<file path="src/rtl/sbc_pkg.sv">
package sbc_pkg;

  typedef enum logic [3:0] {
    IDLE, SETUP, WR_PULSE, WR_HOLD, RD_WAIT, RD_CAPTURE, TURNAROUND, RETAIN, RECOVER
  } sbc_state_e;

  // Strobes from control to datapath
  typedef struct packed {
    logic latch;    // take host request
    logic selOn;    // assert decoded bank and pair select
    logic weLow;    // write enable active
    logic oeLow;    // output enable active
    logic drive;    // controller drives the data bus
    logic capture;  // sample read data
  } sbc_strobe_t;

  function automatic int nsToCycles(input int ns, input int clkNs);
    int c;
    c = (ns + clkNs - 1) / clkNs;
    return (c < 1) ? 1 : c;
  endfunction

  function automatic int maxInt(input int a, input int b);
    return (a > b) ? a : b;
  endfunction

endpackage

</file>
<file path="src/rtl/sbc_ctrl.sv">
module sbc_ctrl
  import sbc_pkg::*;
#(
  parameter int CLK_NS = 4,
  parameter int T_WC   = 40,
  parameter int T_WP   = 35,
  parameter int T_DS   = 35,
  parameter int T_AH   = 3,
  parameter int T_RC   = 40,
  parameter int T_AA   = 40,
  parameter int T_OE   = 15,
  parameter int T_OHZ  = 10,
  parameter int T_DHZ  = 20,
  parameter int T_REC  = 40
) (
  input  logic        clk,
  input  logic        rstN,
  input  logic        hostReq,
  input  logic        retReq,
  input  logic        wrLatched,
  output logic        ready,
  output sbc_strobe_t strb
);

  localparam int WP_CYC  = maxInt(nsToCycles(T_WP, CLK_NS), nsToCycles(T_DS, CLK_NS));
  localparam int WC_CYC  = nsToCycles(T_WC, CLK_NS);
  localparam int AH_CYC  = nsToCycles(T_AH, CLK_NS);
  localparam int WH_CYC  = maxInt(AH_CYC, WC_CYC - 1 - WP_CYC);
  localparam int RD_CYC  = maxInt(maxInt(nsToCycles(T_AA, CLK_NS), nsToCycles(T_OE, CLK_NS)),
                                  nsToCycles(T_RC, CLK_NS) - 2);
  localparam int TA_CYC  = maxInt(nsToCycles(T_OHZ, CLK_NS), nsToCycles(T_DHZ, CLK_NS));
  localparam int REC_CYC = nsToCycles(T_REC, CLK_NS);
  localparam int MAX_CYC = maxInt(maxInt(WP_CYC, WH_CYC), maxInt(maxInt(RD_CYC, TA_CYC), REC_CYC));
  localparam int CNT_W   = $clog2(MAX_CYC + 1);

  sbc_state_e state, stateNxt;
  logic [CNT_W-1:0] cnt, loadVal;
  logic load, done;

  assign done = (cnt == '0);

  always_comb begin
    stateNxt = state;
    load     = 1'b0;
    loadVal  = '0;
    unique case (state)
      IDLE: begin
        if (retReq)       stateNxt = RETAIN;
        else if (hostReq) stateNxt = SETUP;
      end
      SETUP: begin
        load = 1'b1;
        if (wrLatched) begin
          stateNxt = WR_PULSE;
          loadVal  = CNT_W'(WP_CYC - 1);
        end else begin
          stateNxt = RD_WAIT;
          loadVal  = CNT_W'(RD_CYC - 1);
        end
      end
      WR_PULSE: if (done) begin
        stateNxt = WR_HOLD;
        load     = 1'b1;
        loadVal  = CNT_W'(WH_CYC - 1);
      end
      WR_HOLD:    if (done) stateNxt = IDLE;
      RD_WAIT:    if (done) stateNxt = RD_CAPTURE;
      RD_CAPTURE: begin
        stateNxt = TURNAROUND;
        load     = 1'b1;
        loadVal  = CNT_W'(TA_CYC - 1);
      end
      TURNAROUND: if (done) stateNxt = IDLE;
      RETAIN: if (!retReq) begin
        stateNxt = RECOVER;
        load     = 1'b1;
        loadVal  = CNT_W'(REC_CYC - 1);
      end
      RECOVER:    if (done) stateNxt = IDLE;
      default:    stateNxt = IDLE;
    endcase
  end

  always_ff @(posedge clk or negedge rstN) begin
    if (!rstN) begin
      state <= IDLE;
      cnt   <= '0;
    end else begin
      state <= stateNxt;
      if (load)      cnt <= loadVal;
      else if (!done) cnt <= cnt - 1'b1;
    end
  end

  always_comb begin
    strb  = '0;
    ready = (state == IDLE);
    unique case (state)
      IDLE:       strb.latch = hostReq && !retReq;
      SETUP:      begin strb.selOn = 1'b1; strb.drive = wrLatched; end
      WR_PULSE:   begin strb.selOn = 1'b1; strb.weLow = 1'b1; strb.drive = 1'b1; end
      WR_HOLD:    begin strb.selOn = 1'b1; strb.drive = 1'b1; end
      RD_WAIT:    begin strb.selOn = 1'b1; strb.oeLow = 1'b1; end
      RD_CAPTURE: begin strb.selOn = 1'b1; strb.oeLow = 1'b1; strb.capture = 1'b1; end
      default:    strb = '0;
    endcase
  end

endmodule

</file>
<file path="src/rtl/sbc_datapath.sv">
module sbc_datapath
  import sbc_pkg::*;
#(
  parameter int ADDR_W    = 21,
  parameter int BANK_AW   = 17,
  parameter int DATA_W    = 8,
  parameter int NUM_BANKS = 16
) (
  input  logic                 clk,
  input  logic                 rstN,
  input  sbc_strobe_t          strb,
  input  logic                 hostWrite,
  input  logic [ADDR_W-1:0]    hostAddr,
  input  logic [DATA_W-1:0]    hostWrData,
  output logic [DATA_W-1:0]    hostRdData,
  output logic                 wrLatched,
  output logic [BANK_AW-1:0]   memAddr,
  output logic [NUM_BANKS-1:0] memCsN,
  output logic [NUM_BANKS/2-1:0] memPairSel,
  output logic                 memWeN,
  output logic                 memOeN,
  input  logic [DATA_W-1:0]    memDataIn,
  output logic [DATA_W-1:0]    memDataOut,
  output logic                 memDataOe
);

  localparam int BANK_W    = ADDR_W - BANK_AW;
  localparam int NUM_PAIRS = NUM_BANKS / 2;

  logic [ADDR_W-1:0] addrQ;
  logic [DATA_W-1:0] dataQ, rdQ;
  logic              wrQ;
  logic [BANK_W-1:0] bankIdx;

  always_ff @(posedge clk or negedge rstN) begin
    if (!rstN) begin
      addrQ <= '0;
      dataQ <= '0;
      wrQ   <= 1'b0;
      rdQ   <= '0;
    end else begin
      if (strb.latch) begin
        addrQ <= hostAddr;
        dataQ <= hostWrData;
        wrQ   <= hostWrite;
      end
      if (strb.capture) rdQ <= memDataIn;
    end
  end

  assign bankIdx = addrQ[ADDR_W-1:BANK_AW];

  for (genvar b = 0; b < NUM_BANKS; b++) begin : g_bank
    assign memCsN[b] = !(strb.selOn && (bankIdx == BANK_W'(b)));
  end

  for (genvar p = 0; p < NUM_PAIRS; p++) begin : g_pair
    assign memPairSel[p] = strb.selOn && (bankIdx[BANK_W-1:1] == (BANK_W-1)'(p));
  end

  assign memAddr    = addrQ[BANK_AW-1:0];
  assign memWeN     = !strb.weLow;
  assign memOeN     = !strb.oeLow;
  assign memDataOut = dataQ;
  assign memDataOe  = strb.drive;
  assign hostRdData = rdQ;
  assign wrLatched  = wrQ;

endmodule

</file>
<file path="src/rtl/sram_bank_ctrl.sv">
module sram_bank_ctrl
  import sbc_pkg::*;
#(
  parameter int ADDR_W    = 21,
  parameter int BANK_AW   = 17,
  parameter int DATA_W    = 8,
  parameter int NUM_BANKS = 16,
  parameter int CLK_NS    = 4
) (
  input  logic                   clk,
  input  logic                   rstN,
  input  logic                   hostReq,
  input  logic                   hostWrite,
  input  logic [ADDR_W-1:0]      hostAddr,
  input  logic [DATA_W-1:0]      hostWrData,
  output logic [DATA_W-1:0]      hostRdData,
  output logic                   hostReady,
  input  logic                   retReq,
  output logic [BANK_AW-1:0]     memAddr,
  output logic [NUM_BANKS-1:0]   memCsN,
  output logic [NUM_BANKS/2-1:0] memPairSel,
  output logic                   memWeN,
  output logic                   memOeN,
  input  logic [DATA_W-1:0]      memDataIn,
  output logic [DATA_W-1:0]      memDataOut,
  output logic                   memDataOe
);

  sbc_strobe_t strb;
  logic        wrLatched;

  sbc_ctrl #(.CLK_NS(CLK_NS)) u_ctrl (
    .clk       (clk),
    .rstN      (rstN),
    .hostReq   (hostReq),
    .retReq    (retReq),
    .wrLatched (wrLatched),
    .ready     (hostReady),
    .strb      (strb)
  );

  sbc_datapath #(
    .ADDR_W(ADDR_W), .BANK_AW(BANK_AW), .DATA_W(DATA_W), .NUM_BANKS(NUM_BANKS)
  ) u_dp (
    .clk        (clk),
    .rstN       (rstN),
    .strb       (strb),
    .hostWrite  (hostWrite),
    .hostAddr   (hostAddr),
    .hostWrData (hostWrData),
    .hostRdData (hostRdData),
    .wrLatched  (wrLatched),
    .memAddr    (memAddr),
    .memCsN     (memCsN),
    .memPairSel (memPairSel),
    .memWeN     (memWeN),
    .memOeN     (memOeN),
    .memDataIn  (memDataIn),
    .memDataOut (memDataOut),
    .memDataOe  (memDataOe)
  );

endmodule

</file>
<file path="config.mk">
export PLATFORM = sky130hd
export DESIGN_NAME = sram_bank_ctrl
export DESIGN_NICKNAME = d
export VERILOG_FILES = /design/src/rtl/sbc_pkg.sv /design/src/rtl/sbc_ctrl.sv /design/src/rtl/sbc_datapath.sv /design/src/rtl/sram_bank_ctrl.sv
export SDC_FILE = /design/constraint.sdc
export NUM_CORES = 1
export LEC_CHECK = 0
export BUFFER_PORTS_ARGS = -buffer_cell sky130_fd_sc_hd__buf_4
export CORE_UTILIZATION = 48
export CTS_CLUSTER_SIZE = 16
export DETAILED_ROUTE_END_ITERATION = 8
export PLACE_DENSITY = 0.81
export SYNTH_ARGS = -nofsm -noshare
export SYNTH_HDL_FRONTEND = slang
export SYNTH_SLANG_ARGS = --single-unit
</file>
<file path="constraint.sdc">
create_clock -name clk -period 2.2 [get_ports clk]
set_input_delay 0.44 -clock clk [delete_from_list [all_inputs] [get_ports clk]]
set_output_delay 0.44 -clock clk [all_outputs]
set_load 0.02 [all_outputs]
</file>
==> run_results.csv <==
group,metric,value,unit
die,start_util,50.3,%
global_route,grt_use_met2,36.6,%
setup_path,rr_worst_depth,5,
timing,clock_skew,0.00529,ns
placed_design,place_hpwl,3830,um
yosys,synth_area,2390,um^2
clock_tree,clk_pin_slew,0.08,ns
clock_tree,htreeDepth,2,
die,die_h,72.6,um
yosys,synth_cell_types,42,
yosys,synth_area_leaders,"dfrtp_1 48%, mux2_1 18%, buf_4 6.0%",
timing,tightest_slew,0.559,ns
power_and_ir_drop,power.density,1560,nW/um^2
timing,setup_viol,0,
setup_path,crit-reg2reg-capture,"u_ctrl.state[1]$_DFFE_PN0P_",
timing,final_max_slew_viol_count,0,
setup_path,slowest_delay,0.49,ns
die,rows,25,
placed_design,port_buffers,102,
clock_tree,cts_hold_buf,0,
die,ios,103,
power_and_ir_drop,power_leakage,1.53,nW
power_and_ir_drop,comb_power_share,52.8,%
yosys,syn_avg_cell_area,11.1,um^2
route,drc,0,
yosys,synthTopCellsByCount,"46 x dfrtp_1, 39 x mux2_1, 20 x nor2_1",
clock_tree,clock_path_buffers,2,
yosys,syn_inst,215,
yosys,yosysWarnings,0,
die,core_area,4750,um^2
outcome,status,"completed",
yosys,synthArstFlopShare,100,%
timing,tns,0,ns
route,vias,1938,
power_and_ir_drop,p_switching,2.08,mW
cells_and_area,multi_input_area,1040,um^2
timing,rsz0062_at_grt,"false",
placed_design,gp_congestion,0.778,
global_route,grt_pass1_vias,1880,
route,ant_nets,0,
min_path,hold_class,"input port to asynchronous set/reset pin",
cells_and_area,num-nets-final,345,
global_route,antenna_found_initial,0,
yosys,synth_top_cell_by_area,"dfrtp_1",
timing,hold_violations,0,
timing,relSlewSlack,62.7,%
power_and_ir_drop,power_switching_share,41.0,%
setup_path,cp_top_family,"simple AND/OR/NAND/NOR gates",
die,die_area,5270,um^2
job,cap_violations,0,
setup_path,startpoint_type,"flop",
yosys,synth.most_common_cell,"dfrtp_1",
placed_design,place_inst,362,
clock_tree,clock_latency,0.30,ns
yosys,synth_nets,258,
clock_tree,cts_tree,"yes",
route,wire_per_inst,13.8,um
global_route,grt_max_degree,47,
setup_path,slowest_stage,"dfrtp_2",
global_route,gr-max-usage-layer,"met2",
power_and_ir_drop,ir_drop,0.921,mV
route,avgViaCountPerCell,5.24,
power_and_ir_drop,clkPwrFrac,15.0,%
route,drtPass1Iterations,4,
cells_and_area,layout.area.seq,1150,um^2
setup_path,crit_buf_inv,1,
yosys,synth_top_cell_area_share,48.1,%
cells_and_area,final_layout_size_suffix_gt1_share,43.2,%
route,drt_iter0_drc,130,
cells_and_area,n_fill_cell,390,
route,routed_wl,5110,um
yosys,synth_edf_count,0,
cells_and_area,diodes,0,
setup_path,worstPathCellList,"or3_4, and3_1, nand4_1, buf_4",
clock_tree,clock-sinks,46,
setup_path,worstPathRequired,1.76,ns
global_route,grtUsageTotal,20.1,%
global_route,grtUsageMet1,21.8,%
timing,min_period_over_period,97.5,%
setup_path,critPathCaptureType,"output pin",
global_route,grtUsageMet3,6.08,%
power_and_ir_drop,power_frac_seq,32.2,%
setup_path,rrSetupSlack,0.41,ns
cells_and_area,syn2layout_area_growth,35.8,%
setup_path,critPathMaxFanout,10,
timing,fin_crit,2.15,ns
yosys,yosysSeqAreaShare,48.1,%
setup_path,r2r-start,"u_ctrl.state[2]$_DFFE_PN0P_",
global_route,grt.overflow.total,0,
timing,fmax,466,MHz
power_and_ir_drop,p_int,2.99,mW
setup_path,critPathKind,"flop to output pin",
die,die_x,72.6,um
clock_tree,numCtsBuffers,5,
global_route,grt_first_pass_wirelength,8090,um
clock_tree,cts.root.buffer_cell,"clkbuf_8",
yosys,ys_seq_elements,46,
setup_path,arrival,1.71,ns
yosys,synth_flop_cell,"dfrtp_1",
cells_and_area,fin_cells,370,
[state kept, by name, indices dropped and copies added (netlist names)]
| signal | cells |
|---|---|
| u_ctrl.state | 4 |
| u_dp.addrQ | 21 |
| u_dp.hostRdData | 8 |
| u_ctrl.cnt | 4 |
| u_dp.memDataOut | 8 |
| u_dp.wrLatched | 1 |
[metal layers]
layer / share of wire, % / vias up
met4: 1.5 / 0
met5: 0 / -
met2: 54 / 58
li1: - / 909
met3: 5.5 / 8
met1: 39 / 963
[layout by cell type (no fill, tap or decap), types with 4 or more instances in the layout]
| master | n |
|---|---|
| buf_4 | 109 |
| nor3_1 | 5 |
| nand3_1 | 8 |
| nand2_1 | 12 |
| dfrtp_1 | 44 |
| nor2b_1 | 4 |
| mux2_1 | 39 |
| a21oi_1 | 4 |
| clkbuf_8 | 6 |
| nor2_1 | 18 |
| o21ai_0 | 4 |
[metrics by stage]
step	total power [mW]	worst slack [ns]	utilization (%)	cell area, um^2	hold WS [ns]
final	5.06	0.0544	68.3	3250	0.132
after detailed placement	4.30	0.291	65.0	3090	0.478
after global routing	5.39	0.000249	68.3	3250	0.168
after global placement	4.22	0.326	65.0	3090	0.473
after floorplan	3.48	0.296	-	2390	0.144
after CTS	5.09	0.00675	68.1	3240	0.147
[cells by family after synthesis]
| kind of cell | Yosys count | synth area share [%] |
|---|---|---|
| buf+inv | 33 | 9.25 |
| flops | 46 | 48.1 |
| mux | 41 | 19.2 |
| xor+xnor | 1 | 0.366 |
| simple gates | 71 | 16.4 |
| fa+ha+maj | 2 | 0.941 |
| compound gates | 21 | 5.80 |
[worst register-to-register path, delay by kind of cell, from the launching register on]
family / cells / cell delay [ns]
AO/OA/AOI/OAI: 2 / 0.28
buffers and inverters: 1 / 0.20
AND/OR/NAND/NOR: 1 / 0.40
multiplexers: 1 / 0.33
flip-flops: 1 / 0.48
[power groups by stage]
stage | Clock (mW) | Sequential (mW) | Combinational (mW)
final | 0.759 | 1.63 | 2.67
after global routing | 0.812 | 1.70 | 2.88
after CTS | 0.784 | 1.62 | 2.68
after detailed placement | 0 | 1.63 | 2.67
after global placement | 0 | 1.61 | 2.61
after floorplan | 0 | 1.69 | 1.79
[cell type report]
class | count | area share (%)
flip-flops and latches | 46 | 35.5
multi-input cells | 136 | 31.9
repair buffers | 109 | 25.2
well taps | 67 | 2.58
clock buffers | 6 | 2.54
clock inverters | 2 | 1.85
inverters | 4 | 0.462
[how the worst max path moves through the flow]
stage	start	to	slack [ns]	depth (start not counted)
floorplan	u_ctrl.state[1]$_DFFE_PN0P_	memPairSel[1]	0.30	5
global placement	u_ctrl.state[1]$_DFFE_PN0P_	memCsN[14]	0.33	5
detailed placement	u_ctrl.state[1]$_DFFE_PN0P_	memCsN[14]	0.29	5
CTS	u_ctrl.state[1]$_DFFE_PN0P_	memCsN[12]	0.007	5
global route	u_ctrl.state[1]$_DFFE_PN0P_	memCsN[15]	0.0002	4
finish	u_ctrl.state[1]$_DFFE_PN0P_	memCsN[15]	0.05	4
[what timing repair did]
action / in CTS / in global routing
endpoints found under the setup margin: 5 / 9
gates resized for setup: 2 / 4
gates cloned: 0 / 0
setup buffers: 0 / 0
endpoints found under the hold margin: 0 / 0
No activity file was read; power rests on OpenSTA's default activity.
